## src/rtl/pcm_pkg.sv

```systemverilog
package pcm_pkg;

    typedef enum logic [2:0] {
        ST_RUN   = 3'd0,
        ST_SLEEP = 3'd1,
        ST_SWSTB = 3'd2,
        ST_HWSTB = 3'd3,
        ST_RESET = 3'd4
    } st_t;

    typedef enum logic [2:0] {
        M_FULL  = 3'd0,
        M_DIV   = 3'd1,
        M_SLEEP = 3'd2,
        M_SWSTB = 3'd3,
        M_HWSTB = 3'd4,
        M_RESET = 3'd5
    } mode_t;

    localparam logic [1:0] RATIO_1 = 2'd0;
    localparam logic [1:0] RATIO_2 = 2'd1;
    localparam logic [1:0] RATIO_4 = 2'd2;

    typedef struct packed {
        st_t        st;
        logic [1:0] ratio;
        logic       pend;
    } ctl_t;

    function automatic mode_t mode_of(st_t s, logic [1:0] r);
        case (s)
            ST_RUN:   return (r != RATIO_1) ? M_DIV : M_FULL;
            ST_SLEEP: return M_SLEEP;
            ST_SWSTB: return M_SWSTB;
            ST_HWSTB: return M_HWSTB;
            default:  return M_RESET;
        endcase
    endfunction

endpackage

```

## src/rtl/pcm_wake_qual.sv

```systemverilog
module pcm_wake_qual #(
    parameter int N_IRQ = 8
) (
    input  logic [N_IRQ-1:0] irq_req,
    input  logic [N_IRQ-1:0] irq_en,
    input  logic             cpu_mask,
    input  logic             nmi,
    input  logic             ext_irq,
    output logic             wake_sleep,
    output logic             wake_swstb
);
    logic [N_IRQ-1:0] live;

    for (genvar i = 0; i < N_IRQ; i++) begin : g_live
        assign live[i] = irq_req[i] & irq_en[i];
    end

    assign wake_sleep = nmi | (~cpu_mask & (|live));
    assign wake_swstb = ext_irq;
endmodule

```

## src/rtl/pcm_rst_timer.sv

```systemverilog
module pcm_rst_timer #(
    parameter int MIN_RES_CYC = 20
) (
    input  logic clk,
    input  logic rst,
    input  logic res_n,
    input  logic stby_n,
    input  logic wdt_ovf,
    output logic exc_start
);
    localparam int CW = $clog2(MIN_RES_CYC + 1);
    localparam logic [CW-1:0] LIMIT = CW'(MIN_RES_CYC);

    logic [CW-1:0] low_cnt;
    logic          low_q;

    always_ff @(posedge clk) begin
        if (rst) begin
            low_cnt   <= '0;
            low_q     <= 1'b0;
            exc_start <= 1'b0;
        end else begin
            low_q <= ~res_n;
            if (!res_n) begin
                if (low_cnt != LIMIT) low_cnt <= low_cnt + 1'b1;
            end else begin
                low_cnt <= '0;
            end
            exc_start <= res_n & low_q & stby_n & ~wdt_ovf & (low_cnt >= LIMIT);
        end
    end

    assert_exc_single_R11: assert property (@(posedge clk) disable iff (rst)
        exc_start |=> !exc_start);
endmodule

```

## src/rtl/pcm_div_tick.sv

```systemverilog
module pcm_div_tick (
    input  logic       clk,
    input  logic       rst,
    input  logic [1:0] ratio,
    output logic       tick
);
    import pcm_pkg::*;

    logic [1:0] phase;

    always_ff @(posedge clk) begin
        if (rst) phase <= '0;
        else     phase <= phase + 1'b1;
    end

    always_comb begin
        case (ratio)
            RATIO_2: tick = (phase[0] == 1'b0);
            RATIO_4: tick = (phase == 2'd0);
            default: tick = 1'b1;
        endcase
    end

    assert_tick_spacing_R12: assert property (@(posedge clk) disable iff (rst)
        (tick && ratio != RATIO_1 && ratio == $past(ratio)) |=> (!tick || ratio != $past(ratio)));
endmodule

```

## src/rtl/pwr_clk_ctrl.sv

```systemverilog
module pwr_clk_ctrl #(
    parameter int N_IRQ       = 8,
    parameter int MIN_RES_CYC = 20
) (
    input  logic             clk,
    input  logic             rst,
    input  logic             sel_wr,
    input  logic [2:0]       sel_code,
    input  logic             stby_sel,
    input  logic             sleep_req,
    input  logic             bus_end,
    input  logic [N_IRQ-1:0] irq_req,
    input  logic [N_IRQ-1:0] irq_en,
    input  logic             cpu_mask,
    input  logic             nmi,
    input  logic             ext_irq,
    input  logic             res_n,
    input  logic             wdt_ovf,
    input  logic             stby_n,
    output logic [2:0]       mode,
    output logic             cpu_clk_stop,
    output logic             per_clk_stop,
    output logic [1:0]       div_ratio,
    output logic             div_tick,
    output logic             rst_exc_start
);
    import pcm_pkg::*;

    ctl_t  cur, nxt;
    mode_t mode_e;
    logic  wake_sleep, wake_swstb;

    pcm_wake_qual #(.N_IRQ(N_IRQ)) u_wake (
        .irq_req   (irq_req),
        .irq_en    (irq_en),
        .cpu_mask  (cpu_mask),
        .nmi       (nmi),
        .ext_irq   (ext_irq),
        .wake_sleep(wake_sleep),
        .wake_swstb(wake_swstb)
    );

    pcm_rst_timer #(.MIN_RES_CYC(MIN_RES_CYC)) u_rtim (
        .clk      (clk),
        .rst      (rst),
        .res_n    (res_n),
        .stby_n   (stby_n),
        .wdt_ovf  (wdt_ovf),
        .exc_start(rst_exc_start)
    );

    pcm_div_tick u_tick (
        .clk  (clk),
        .rst  (rst),
        .ratio(cur.ratio),
        .tick (div_tick)
    );

    always_comb begin
        nxt = cur;
        if (!stby_n) begin
            nxt.st    = ST_HWSTB;
            nxt.ratio = RATIO_1;
            nxt.pend  = 1'b0;
        end else if (!res_n || wdt_ovf) begin
            nxt.st    = ST_RESET;
            nxt.ratio = RATIO_1;
            nxt.pend  = 1'b0;
        end else begin
            case (cur.st)
                ST_RESET: nxt.st = ST_RUN;
                ST_HWSTB: nxt.st = ST_HWSTB;
                ST_SLEEP: if (wake_sleep) nxt.st = ST_RUN;
                ST_SWSTB: if (wake_swstb) nxt.st = ST_RUN;
                default: begin
                    if (cur.pend && bus_end) begin
                        nxt.ratio = RATIO_1;
                        nxt.pend  = 1'b0;
                    end
                    if (sel_wr) begin
                        case (sel_code)
                            3'b001: begin nxt.ratio = RATIO_2; nxt.pend = 1'b0; end
                            3'b010: begin nxt.ratio = RATIO_4; nxt.pend = 1'b0; end
                            3'b000: begin
                                if (cur.ratio != RATIO_1) begin
                                    if (bus_end) begin
                                        nxt.ratio = RATIO_1;
                                        nxt.pend  = 1'b0;
                                    end else begin
                                        nxt.pend  = 1'b1;
                                    end
                                end
                            end
                            default: ;
                        endcase
                    end
                    if (sleep_req) begin
                        nxt.st = stby_sel ? ST_SWSTB : ST_SLEEP;
                        if (nxt.pend) begin
                            nxt.ratio = RATIO_1;
                            nxt.pend  = 1'b0;
                        end
                    end
                end
            endcase
        end
    end

    always_ff @(posedge clk) begin
        if (rst) begin
            cur.st    <= ST_RUN;
            cur.ratio <= RATIO_1;
            cur.pend  <= 1'b0;
        end else begin
            cur <= nxt;
        end
    end

    assign mode_e       = mode_of(cur.st, cur.ratio);
    assign mode         = mode_e;
    assign div_ratio    = cur.ratio;
    assign cpu_clk_stop = (cur.st != ST_RUN);
    assign per_clk_stop = (cur.st == ST_SWSTB) || (cur.st == ST_HWSTB);

    assert_hwstb_entry_R10: assert property (@(posedge clk) disable iff (rst)
        !stby_n |=> (mode == 3'(M_HWSTB) && div_ratio == RATIO_1));

    assert_reset_entry_R9: assert property (@(posedge clk) disable iff (rst)
        (stby_n && (!res_n || wdt_ovf)) |=> (mode == 3'(M_RESET) && div_ratio == RATIO_1));

    assert_sleep_clocks_R4: assert property (@(posedge clk) disable iff (rst)
        (mode == 3'(M_SLEEP)) |-> (cpu_clk_stop && !per_clk_stop));

    assert_reserved_ignored_R3: assert property (@(posedge clk) disable iff (rst)
        (cur.st == ST_RUN && sel_wr && sel_code >= 3'd3 && !sleep_req && !cur.pend
         && stby_n && res_n && !wdt_ovf) |=> $stable(div_ratio));

    assert_swstb_hold_R7: assert property (@(posedge clk) disable iff (rst)
        (mode == 3'(M_SWSTB) && !ext_irq && stby_n && res_n && !wdt_ovf) |=> (mode == 3'(M_SWSTB)));

    assert_sleep_ratio_kept_R8: assert property (@(posedge clk) disable iff (rst)
        (cur.st == ST_SLEEP && stby_n && res_n && !wdt_ovf) |=> $stable(div_ratio));
endmodule

```

## config.mk

```make
export PLATFORM = sky130hd
export DESIGN_NAME = pwr_clk_ctrl
export DESIGN_NICKNAME = d
export VERILOG_FILES = /design/src/rtl/pcm_pkg.sv /design/src/rtl/pcm_wake_qual.sv /design/src/rtl/pcm_rst_timer.sv /design/src/rtl/pcm_div_tick.sv /design/src/rtl/pwr_clk_ctrl.sv
export SDC_FILE = /design/constraint.sdc
export NUM_CORES = 1
export LEC_CHECK = 0
export BUFFER_PORTS_ARGS = -buffer_cell sky130_fd_sc_hd__buf_2
export CORE_ASPECT_RATIO = 1.25
export CORE_MARGIN = 5
export CORE_UTILIZATION = 48
export CTS_CLUSTER_DIAMETER = 50
export DETAILED_ROUTE_END_ITERATION = 8
export PLACE_DENSITY = 0.79
export SLEW_MARGIN = 10
export SYNTH_ARGS = -nofsm -noshare
export SYNTH_HDL_FRONTEND = slang
export SYNTH_HIERARCHICAL = 1
export SYNTH_SLANG_ARGS = --single-unit
```

## constraint.sdc

```tcl
create_clock -name clk -period 1.73 [get_ports clk]
set_input_delay 0.173 -clock clk [delete_from_list [all_inputs] [get_ports clk]]
set_output_delay 0.173 -clock clk [all_outputs]
set_load 0.01 [all_outputs]
```

Yosys cells after proc, flatten, opt, wreduce, memory -nomap -nowiden:

Index checks and enable logic that the tools add are counted.

* add/sub/neg operators: 2
* magnitude comparators: 1
* equal/unequal tests: 14
* muxes and demuxes: 21
* bitwise operators: 19
* reduce and logical (&&, ||, !) cells: 17

Operators with widths (number)
* $mux W3: 10
* $pmux W3 S4: 2
* $and A1 B1 Y1: 13
* $mux W6: 2
* $eq A3 B2 Y1 const B: 3
* $pmux W3 S3: 1
* $reduce_or A8 Y1: 1
* $ne A7 B2 Y1 const B: 1
* $eq A3 B1 Y1 const B: 2
* $logic_not A3 Y1: 2
* $reduce_and A3 Y1: 2
* $reduce_bool A6 Y1: 1
* $add A5 B1 Y5 const B: 1
* $ge A5 B5 Y1 const B: 1
* $mux W5: 1
* $ne A5 B5 Y1 const B: 1
* $not A1 Y1: 5
* $mux W2: 2
* $ne A4 B3 Y1 const B: 1
* $ne A4 B4 Y1 const B: 1
* $reduce_or A2 Y1: 2
* $reduce_or A4 Y1: 1
* $eq A3 B3 Y1 const B: 1
* $ne A3 B2 Y1 const B: 1
* 14 further kinds: 16

* register bits: 15
* bits of input ports: 31
* output and inout bits: 9
* logic and storage cells: 82

Depth between registers and ports, before layout:

Gate-level depths: netlist (run 1).

* word-level depth: 14
* gate-level depth with buffers: 7
* mapped depth without buffers: 7

Cells and area by module:

The synthesis (run 1) kept the hierarchy.

By module, submodules not included
* pwr_clk_ctrl: instances 1, cells an instance 73, area each 538.0 um^2
* pcm_rst_timer: instances 1, cells an instance 29, area each 315.3 um^2
* pcm_div_tick: instances 1, cells an instance 12, area each 112.6 um^2
* pcm_wake_qual: instances 1, cells an instance 7, area each 62.6 um^2

Least setup slack after synthesis (run 1):

Ideal clock, no wire load.

* path kind: reg-to-reg
* start point: reg cur[3] (netlist name)
* end point: reg div_ratio[0] (netlist name)
* arrival: 1463 ps
* data required time: 1596 ps
* path slack: 132 ps
* cell stages (with the launch flop): 6
* path buffers: 1
* clock period less this slack: 1598 ps
* path through: dfxtp_1 buf_6 or3_4 and2_4 o41ai_1 nor3_1

* cells in the longest elaborated chain, start to end: 2
* elaborated cells on any way between the ends: 5
* those cells by class: 4 x eq/ne; 1 x reduce/logical

RTL lines
* from (decl): RTL line pwr_clk_ctrl.sv:29 `ctl_t cur, nxt;`
* from (signal assigned): RTL line pwr_clk_ctrl.sv:115 `cur <= nxt;`
* $eq A3 B2 Y1 (tied with other cells): RTL line pwr_clk_ctrl.sv:70 `case (cur.st)`
* $reduce_or A4 Y1 (no line) *

Mark *: on every way between the ends. The rest lies on a longest branch, timed or not.
A chain may end at the register's enable or synchronous reset.

Worst setup path after layout (run 1):

* start point: reg div_ratio[0] (netlist name)
* end point: out div_tick

* cells in the longest elaborated chain, start to end: 2
* elaborated cells on any way between the ends: 3
* those cells by class: 2 x eq/ne; 1 x mux

RTL lines
* $eq A2 B2 Y1 / $eq A2 B1 Y1 (equally long branches): RTL line pcm_div_tick.sv:17 `case (ratio)`
* $pmux W1 S2 *: RTL line pcm_div_tick.sv:17
* to (decl): RTL line pwr_clk_ctrl.sv:24 `output logic div_tick,`

Marked as above.

==> reports/qor.csv, run 1 <==
stage,metric,value,unit
outcome,status,"finished, final reports clean",
drt,met1 WL,939,um
synth,post-synthesis sequential area ratio,29.20,%
timing,f_max,613.5,MHz
synth,number of distinct library cells after synthesis,46,
cts,Sink Count,15,
global_route,vias in the first global route,950,
timing,pins over their slew limit,0,
setup_path,CP max-delay cell,dfxtp_1,
synth,ys async rst share,0,%
floorplan,Starting Density,51.31,%
drt,1st-iter DRT viols,13,
timing,Worst-Margin Slew,0.3943,ns
cts,Post-CTS Hold Buffers,0,
finish,"commonest non-fill, non-tap cells in the layout","39 x buf_2, 15 x dfxtp_1, 9 x nor2_1, 9 x a21oi_1, 9 x inv_1",
setup_path,Crit. Startpoint,div_ratio[0],
cts,clk slew on worst S/H paths,0.10,ns
setup_path,CP endpoint kind,output pin,
power,worst vdd ir,0.4550,mV
timing,Slew Limit Headroom,73.37,%
worst_hold_path,worst hold path type,input pin to flop,
drt,via count,1013,
floorplan,Core Area,0.002004,sq mm
floorplan,# IOs,40,
drt,Routed Wire Length,2.384,mm
timing,post-route setup TNS,0,ns
setup_path,worst-path fanout max,6,
floorplan,die height,61.76,um
setup_path,crit-path cells,inv_1 > ha_1 > a221o_1 > buf_2,
global_route,total track usage,15.94,%
synth,syn_nets,157,
synth,synth warn,6,
cts,Clock H-tree levels,1,
setup_path,Crit Path Category,flop to output pin,
floorplan,row count,18,
place,Buffers on Ports,39,
floorplan,Die X,51.40,um
floorplan,die area,0.003174,sq mm
global_route,grt total ovfl,0,
timing,RSZ-0062 raised after global routing,false,
place,placed cell area,0.001229,sq mm
setup_path,RR Startpoint,cur[3],
synth,ys flop type,dfxtp_1,
timing,Setup Skew,0.01222,ns
global_route,pin count of the biggest net entering global routing,13,
drt,routed len/inst,13.17,um
timing,final hold vios,0,
synth,Yosys reg bits,15,
setup_path,CP Launch Type,flop,
drt,vias per cell,5.597,
timing,"Setup violations, final",0,
finish,nets@finish,198,
cts,clk_lat worst skew,0.29,ns
global_route,initial antenna violation count,0,
cts,postcts setup bufs,0,
timing,Final period util,94.22,%
global_route,first-pass GRT wire length,3.808,mm
finish,fraction of layout cells with a size suffix above 1,34.78,%
synth,Post-Syn Area per Cell,8.500,sq um
cts,CTS tree,yes,
drt,drt pass-1 iters,4,
finish,Post-Layout Inst Area,0.001255,sq mm
place,DP Wirelength,1.974,mm
synth,Mapped Area,0.001028,sq mm
setup_path,required time worst endpoint,1.56,ns
synth,Synth Instances,121,
cts,CTS root buffer,clkbuf_4,
worst_hold_path,min-delay src,rst,
drt,top layer in use,met4,
setup_path,"slowest stage delay, CP",0.44,ns
setup_path,crit path DAT,1.46,ns
cts,cts repair resizes,0,
power,Power Density,622.0,mW/mm^2
drt,Post-DRT Antenna Nets,0,
job,maxcap violations,0,
finish,Synth-to-Final Area Change,22.02,%
cts,Num CTS Buffers,3,
finish,Diodes inserted,0,
power,leakage power,0.6135,nW
drt,routed wl met3,145,um
finish,filler instances,189,
cts,deepest clock path buffer count,2,
timing,post-layout min period,1.630,ns
finish,"most common cell after layout, fill and taps aside",buf_2,
drt,DRC Markers,0,
drt,metal2 WL,1.259,mm
place,RePlAce Congestion,0.8551,
synth,Post-synth EDFFs,0,
==> cells in the mapped netlist, types with 2 or more instances <==
library cell | instances | share of area, %
or2_1 | 2 | 1.2
buf_4 | 3 | 2.2
nor2_1 | 9 | 3.3
xnor2_1 | 4 | 3.4
nand3_1 | 3 | 1.5
a211oi_1 | 2 | 1.5
a22oi_2 | 2 | 2.4
inv_1 | 9 | 3.3
ha_1 | 5 | 6.1
a31oi_1 | 3 | 1.8
xor2_1 | 2 | 1.7
a21oi_1 | 9 | 4.4
nor3_1 | 7 | 3.4
dfxtp_1 | 15 | 29
o21ai_0 | 4 | 1.9
nand2b_1 | 4 | 2.4
and3_1 | 2 | 1.2
a22oi_1 | 2 | 1.5
nand2_1 | 3 | 1.1
nor3b_1 | 2 | 1.5
nor2b_1 | 4 | 2.4
==> final timing paths <==
kind,to,slack [ns],cells after the start
max,div_tick,0.1,4
min,cur[3],0.16,2
max reg2reg,div_ratio[0],0.15,4
min reg2reg,u_tick/phase[0],0.41,1
==> per-layer routing <==
layer	up-vias	track usage, %
met2	31	29.82
met3	5	3.103
li1	516	-
met4	0	9.738
met1	461	16.47
met5	-	0
==> stage by stage <==
stage / utilization (%) / worst slack [ns] / std cells / total power [mW] / hold WS (ns)
after detailed placement: 61.30 / 0.1865 / 177 / 0.5845 / 0.3991
final: 62.61 / 0.09997 / 181 / 0.7806 / 0.1585
after global routing: 62.61 / 0.03415 / 181 / 0.8265 / 0.1650
after CTS: 62.61 / 0.08211 / 181 / 0.7862 / 0.1544
after global placement: 61.30 / 0.2413 / 177 / 0.5779 / 0.3953
after floorplan: - / 0.1323 / 121 / 0.5027 / 0.2444
==> cells by family after synthesis <==
family                   after synthesis  share of synthesized area [%]
AO/OA/AOI/OAI                         34                          23.60
XOR/XNOR                               6                          5.109
buffers and inverters                 15                          7.420
adder cells (fa/ha/maj)                5                          6.083
AND/OR/NAND/NOR                       45                          27.61
multiplexers                           1                         0.9733
flip-flops                            15                          29.20
==> sequential cells by signal, indices dropped and copies added (netlist names) <==
register,cells
u_rtim/low_cnt,5
cur,4
div_ratio,2
u_tick/phase,2
u_rtim/exc_start,1
u_rtim/low_q,1
==> where the power goes <==
group | switching [mW] | internal (mW)
registers | 0.00764 | 0.359
logic | 0.109 | 0.102
clock network | 0.114 | 0.0897
total | 0.230 | 0.550
==> critical path, delay by kind of cell (launching register included) <==
family / cells / cell delay [ns]
AO/OA/AOI/OAI: 1 / 0.25
flip-flops: 1 / 0.44
buffers and inverters: 2 / 0.21
adder cells (fa/ha/maj): 1 / 0.29
==> area by class of cell <==
cell class,instances,area (sq um),area share [%]
Multi-Input combinational cell,91,651.9,51.94
Timing Repair Buffer,42,217.7,17.35
Sequential cell,15,300.3,23.93
Clock buffer,4,26.28,2.094
Inverter,9,33.78,2.692
Tap cell,20,25.02,1.994
(Power assumes the default switching activity.)
==> run 2, diff against run 1 <==
--- a/config.mk
+++ b/config.mk
@@ -5,10 +5,11 @@
 export SDC_FILE = /design/constraint.sdc
 export NUM_CORES = 1
 export LEC_CHECK = 0
+export ABC_AREA = 1
 export BUFFER_PORTS_ARGS = -buffer_cell sky130_fd_sc_hd__buf_2
 export CORE_ASPECT_RATIO = 1.25
 export CORE_MARGIN = 5
-export CORE_UTILIZATION = 48
+export CORE_UTILIZATION = 49
 export CTS_CLUSTER_DIAMETER = 50
 export DETAILED_ROUTE_END_ITERATION = 8
 export PLACE_DENSITY = 0.79
==> run 2 against run 1 <==
  * Via count is 20% higher
  * Global-route usage fell by 0.47 points
  * Largest power group unchanged
  * Wire length decreased by 0.46%
  * Design area grew 9.1%
  * Sequential power about the same
==> reports/qor.csv, run 2 <==
stage,metric,value,unit
setup_path,worst reg2reg setup slack,0.51,ns
timing,post-layout min period,1.416,ns
synth,ys flop type,dfxtp_1,
synth,"count leader, synth",nand2_1,
timing,"Setup violations, final",0,
finish,fin cells,265,
power,leakage power,0.7720,nW
cts,Clock H-tree levels,1,
setup_path,crit-path cells,inv_1 > ha_1 > inv_1 > nand3_2 > buf_2,
cts,CTS root buffer,clkbuf_4,
setup_path,worst path bufs/invs,3,
place,DP Wirelength,2.024,mm
drt,DRC Markers,0,
floorplan,# IOs,40,
finish,FF+latch area,300.3,sq um
synth,Post-Syn Area per Cell,5.830,sq um
timing,final hold vios,0,
place,dpl ws,0.4878,ns
power,Switching Power,215.5,uW
finish,"commonest non-fill, non-tap cells in the layout","61 x nand2_1, 39 x buf_2, 32 x inv_1, 31 x nor2_1, 19 x nand3_1",
synth,post-synthesis sequential area ratio,26.55,%
timing,RSZ-0062 raised after global routing,false,
finish,flip-flop count of the largest register after layout,5,
worst_hold_path,worst hold path type,input pin to flop,
drt,1st-iter DRT viols,10,
synth,cell taking the most area after synthesis,dfxtp_1,
cts,cts repair resizes,0,
power,Reg power frac,49.9,%
global_route,total track usage,15.47,%
floorplan,Die X,52.97,um
cts,Sink Count,15,
setup_path,Worst path top cell family by delay,flip-flops,
timing,Hold WS,0.1249,ns
finish,filler instances,258,
global_route,vias in the first global route,1106,
setup_path,CP endpoint kind,output pin,
place,RePlAce Congestion,0.8330,
setup_path,CP Launch Type,flop,
timing,pins over their slew limit,0,
setup_path,required time worst endpoint,1.56,ns
cts,clk_lat worst skew,0.28,ns
drt,via count,1214,
setup_path,worst-path fanout max,4,
drt,routed wl met3,107,um
synth,Synth Instances,194,
synth,synth warn,6,
finish,multi-input gate area in the final layout,676.9,sq um
timing,Setup Skew,0.004844,ns
synth,Yosys reg bits,15,
finish,fraction of layout cells with a size suffix above 1,23.08,%
finish,Diodes inserted,0,
synth,most frequent cells after synthesis,"61 x nand2_1, 32 x inv_1, 31 x nor2_1",
cts,Post-CTS Hold Buffers,0,
drt,routed len/inst,8.955,um
floorplan,Starting Density,51.16,%
timing,setup slack after layout,0.3144,ns
power,switching portion of total power,29.26,%
cts,clk slew on worst S/H paths,0.08,ns
power,Int Power,520.9,uW
drt,Post-DRT Antenna Nets,0,
drt,vias per cell,4.581,
drt,Routed Wire Length,2.373,mm
cts,CTS tree,yes,
power,Comb pwr share,24.0,%
synth,Area contributors post-synth,"dfxtp_1 27%, nand2_1 20%, inv_1 11%",
global_route,grt total ovfl,0,
synth,number of distinct library cells after synthesis,20,
drt,drt pass-1 iters,4,
timing,Final period util,81.83,%
drt,metal2 WL,1.254,mm
place,Buffers on Ports,39,
setup_path,crit path DAT,1.24,ns
cts,postcts setup bufs,0,
finish,largest register by flop count,u_rtim/low_cnt,
synth,Mapped Area,0.001131,sq mm
floorplan,die area,0.003375,sq mm
cts,deepest clock path buffer count,2,
finish,nets@finish,271,
power,worst vdd ir,0.4563,mV
drt,met1 WL,1.011,mm
synth,syn_nets,230,
finish,Top Registers,"u_rtim/low_cnt x5, cur x4",
cts,Num CTS Buffers,3,
setup_path,Most common cell on crit path,inv_1,
power,Power Density,538.0,mW/mm^2
finish,Synth-to-Final Area Change,21.02,%
power,Clock power frac,26.1,%
outcome,status,"finished, final reports clean",
floorplan,row count,19,
place,dpl cells,261,
timing,f_max,706.4,MHz
global_route,initial antenna violation count,0,
synth,Post-synth EDFFs,0,
job,maxcap violations,0,
timing,Slew Limit Headroom,83.55,%
finish,Post-Layout Inst Area,0.001369,sq mm
global_route,pin count of the biggest net entering global routing,9,
global_route,first-pass GRT wire length,4.146,mm
timing,post-route setup TNS,0,ns
synth,ys async rst share,0,%
floorplan,Core Area,0.002211,sq mm
setup_path,Crit Path Category,flop to output pin,
floorplan,die height,63.72,um
drt,top layer in use,met3,
synth,top-area cell type share of the netlist area,26.55,%
finish,"most common cell after layout, fill and taps aside",nand2_1,
setup_path,CP max-delay cell,dfxtp_1,
place,placed cell area,0.001343,sq mm
timing,Worst-Margin Slew,0.2464,ns
setup_path,"slowest stage delay, CP",0.38,ns
run 2: changes by cell type in the layout (fill, tap and decap cells not counted), moves of 4 or more:
cell      before  now
a21oi_1        9    4
inv_1          9   32
nand2_1        3   61
nand2_2        0    4
nand2b_1       4    0
nand3_1        3   19
nor2_1         9   31
nor2b_1        4    0
nor3_1         7    0
xnor2_1        4    0
run 2: path summary, 6_finish.rpt:
path,from,endpoint,cells past startpoint
worst max register to register,cur[4],cur[5],9
worst max-delay path,div_ratio[0],div_tick,5
worst min register to register,u_tick/phase[0],u_tick/phase[0],1
worst min-delay path,res_n,u_rtim/low_q,2
run 2: kinds of logic after synthesis:
kind of cell | share of synthesized area [%]
flip-flops | 26.55
AO/OA/AOI/OAI | 6.748
AND/OR/NAND/NOR | 47.57
adder cells (fa/ha/maj) | 5.531
buffers and inverters | 13.61
run 2: power groups by stage:
stage | combinational (mW) | sequential, mW | clock, mW
2_1_floorplan | 0.110 | 0.373 | 0
4_1_cts | 0.179 | 0.368 | 0.203
5_1_grt | 0.208 | 0.369 | 0.216
3_5_place_dp | 0.178 | 0.376 | 0
3_3_place_gp | 0.176 | 0.375 | 0
6_report | 0.177 | 0.368 | 0.192
run 2: cell type report:
| type | instances | area share [%] |
|---|---|---|
| Multi-Input combinational cell | 141 | 49.45 |
| Sequential cell | 15 | 21.94 |
| Timing Repair Buffer | 39 | 14.26 |
| Inverter | 35 | 9.598 |
| Tap cell | 31 | 2.834 |
| Clock buffer | 4 | 1.920 |
run 2: per-layer routing:
| layer | up-vias | track usage, % |
|---|---|---|
| met4 | 0 | 2.875 |
| li1 | 673 | - |
| met2 | 23 | 27.80 |
| met3 | 0 | 3.774 |
| met5 | - | 0 |
| met1 | 518 | 18.17 |
run 2: metrics by stage:
step,total power [mW],util (%)
after floorplan,0.4832,-
after global routing,0.7931,61.91
final,0.7364,61.91
after CTS,0.7499,61.91
after global placement,0.5517,60.72
after detailed placement,0.5540,60.72
==> run 3, diff against run 2 <==
==> constraint.sdc (replaced) <==
create_clock -name clk -period 1.5 [get_ports clk]
set_input_delay 0.15 -clock clk [delete_from_list [all_inputs] [get_ports clk]]
set_output_delay 0.15 -clock clk [all_outputs]
set_load 0.01 [all_outputs]
==> run 3 against run 2 <==
  * Clock skew barely moved
  * Sequential share of layout area rose by 0.12 points
  * First-iteration DRC count rose by 120%
  * Non-clock buffer count did not move
  * Worst hold slack got worse by 0.025 ns
  * Final cell count did not move
  * Global-route usage rose by 0.093 points
  * Register-to-register slack got worse by 0.20 ns
  * Combinational power rose by 16%
  * Wire length rose by 3.9%
  * Largest power group unchanged
  * Sequential cell count did not move
==> reports/qor.csv, run 3 (synthesis gave the netlist of run 2 again) <==
stage,metric,value,unit
finish,post-layout util,62.08,%
floorplan,Core Area,0.002211,sq mm
setup_path,CP endpoint kind,output pin,
setup_path,CP max-delay cell,dfxtp_1,
drt,via count,1249,
timing,final hold vios,0,
worst_hold_path,hold depth,2,
cts,Num CTS Buffers,3,
floorplan,row count,19,
finish,multi-input gate area in the final layout,676.9,sq um
finish,fraction of layout cells with a size suffix above 1,24.36,%
timing,Final period util,91.68,%
floorplan,die area,0.003375,sq mm
timing,"Setup violations, final",0,
cts,Sink Count,15,
global_route,pin count of the biggest net entering global routing,10,
cts,CTS tree,yes,
cts,CTS root buffer,clkbuf_4,
finish,Diodes inserted,0,
power,Reg power frac,49.7,%
timing,Slew Limit Headroom,82.05,%
cts,clk slew on worst S/H paths,0.08,ns
finish,Top Registers,"u_rtim/low_cnt x5, cur x4",
timing,Setup Skew,0.004822,ns
place,DP Wirelength,2.035,mm
finish,"most common cell after layout, fill and taps aside",nand2_1,
drt,1st-iter DRT viols,22,
worst_hold_path,worst hold path type,input pin to flop,
cts,clk_lat worst skew,0.28,ns
timing,pins over their slew limit,0,
floorplan,Die X,52.97,um
cts,deepest clock path buffer count,2,
power,switching portion of total power,29.98,%
power,Comb pwr share,24.1,%
cts,Clock H-tree levels,1,
setup_path,required time worst endpoint,1.35,ns
finish,filler instances,250,
global_route,vias in the first global route,1113,
setup_path,crit path DAT,1.23,ns
global_route,first-pass GRT wire length,4.077,mm
setup_path,worst-path fanout max,6,
setup_path,Most common cell on crit path,nand2_1,
place,Buffers on Ports,39,
drt,routed len/inst,9.302,um
drt,Post-DRT Antenna Nets,0,
setup_path,CP Launch Type,flop,
floorplan,# IOs,40,
power,Clock power frac,26.2,%
setup_path,worst reg2reg setup slack,0.31,ns
setup_path,crit-path cells,inv_2 > nor2_1 > nand2_1 > nand2_1 > buf_2,
outcome,status,"finished, final reports clean",
power,Power Density,621.4,mW/mm^2
drt,vias per cell,4.713,
power,Switching Power,255.8,uW
power,leakage power,0.7755,nW
finish,Post-Layout Inst Area,0.001373,sq mm
global_route,initial antenna violation count,0,
setup_path,"slowest stage delay, CP",0.38,ns
global_route,total track usage,15.56,%
timing,f_max,727.2,MHz
power,worst vdd ir,0.5360,mV
timing,RSZ-0062 raised after global routing,false,
timing,post-layout min period,1.375,ns
setup_path,R2R depth,9,
finish,Synth-to-Final Area Change,21.35,%
drt,Routed Wire Length,2.465,mm
job,maxcap violations,0,
finish,flip-flop count of the largest register after layout,5,
power,Int Power,597.2,uW
place,RePlAce Congestion,0.8099,
timing,post-route setup TNS,0,ns
floorplan,die height,63.72,um
timing,Worst-Margin Slew,0.2687,ns
setup_path,Crit Path Category,flop to output pin,
drt,drt pass-1 iters,4,
cts,postcts setup bufs,0,
finish,nets@finish,271,
global_route,grt total ovfl,0,
finish,largest register by flop count,u_rtim/low_cnt,
finish,FF+latch area,302.8,sq um
finish,"commonest non-fill, non-tap cells in the layout","61 x nand2_1, 39 x buf_2, 32 x inv_1, 31 x nor2_1, 19 x nand3_1",
drt,DRC Markers,0,
floorplan,Starting Density,51.16,%
place,placed cell area,0.001343,sq mm
[run 3: cell types whose count changed in the layout (fill, tap and decap cells not counted)]
cell,change
dfxtp_1,-2
dfxtp_2,+2
clkbuf_1,-1
clkinv_2,+1
[run 3: layout make-up]
cell class,instances,share of cell area (%)
clock buffers,3,1.641
clock inverters,1,0.3646
multi-input cells,141,49.32
repair buffers,39,14.22
flip-flops and latches,15,22.06
inverters,35,9.572
well taps,31,2.826
[run 3: final timing paths]
check,startpoint,end
setup / recovery,cur[3],mode[2]
hold / removal,res_n,u_rtim/low_q
setup reg to reg,cur[5],cur[3]
hold reg to reg,u_tick/phase[0],u_tick/phase[0]
[run 3: through the flow]
stage	setup slack [ns]	power, mW	instances	hold WS [ns]
CTS	0.05879	0.8711	265	0.08710
finish	0.1248	0.8530	265	0.09943
detailed placement	0.2799	0.6396	261	0.3903
global route	0.008658	0.9271	265	0.09041
global placement	0.2956	0.6367	261	0.3954
floorplan	0.4111	0.5573	194	0.2212
[run 3: what timing repair did]
| item | in CTS | in global routing |
|---|---|---|
| endpoints found under the hold margin | 0 | 0 |
| gates resized for setup | 0 | 2 |
| hold buffers | 0 | 0 |
| endpoints found under the setup margin | 0 | 2 |
[run 3: critical path: cells and delay by family (launching register included)]
| family | cells | cell delay (ns) |
|---|---|---|
| and+or+nand+nor | 3 | 0.36 |
| buffers and inverters | 2 | 0.20 |
| DFF | 1 | 0.38 |
[run 3: power by group through the flow]
stage                     clock (mW)  combinational, mW  sequential [mW]
after floorplan                    0              0.127            0.431
after global placement             0              0.204            0.433
after detailed placement           0              0.207            0.433
after CTS                      0.240              0.207            0.424
after global routing           0.263              0.238            0.426
final                          0.223              0.206            0.424
[run 3: routing by layer]
| metal | global-route usage, % | vias up | routed length, um |
|---|---|---|---|
| met4 | 3.834 | 0 | 10 |
| met5 | 0 | - | 0 |
| li1 | - | 674 | - |
| met2 | 29.97 | 38 | 1318 |
| met3 | 3.538 | 2 | 169 |
| met1 | 16.17 | 535 | 967 |
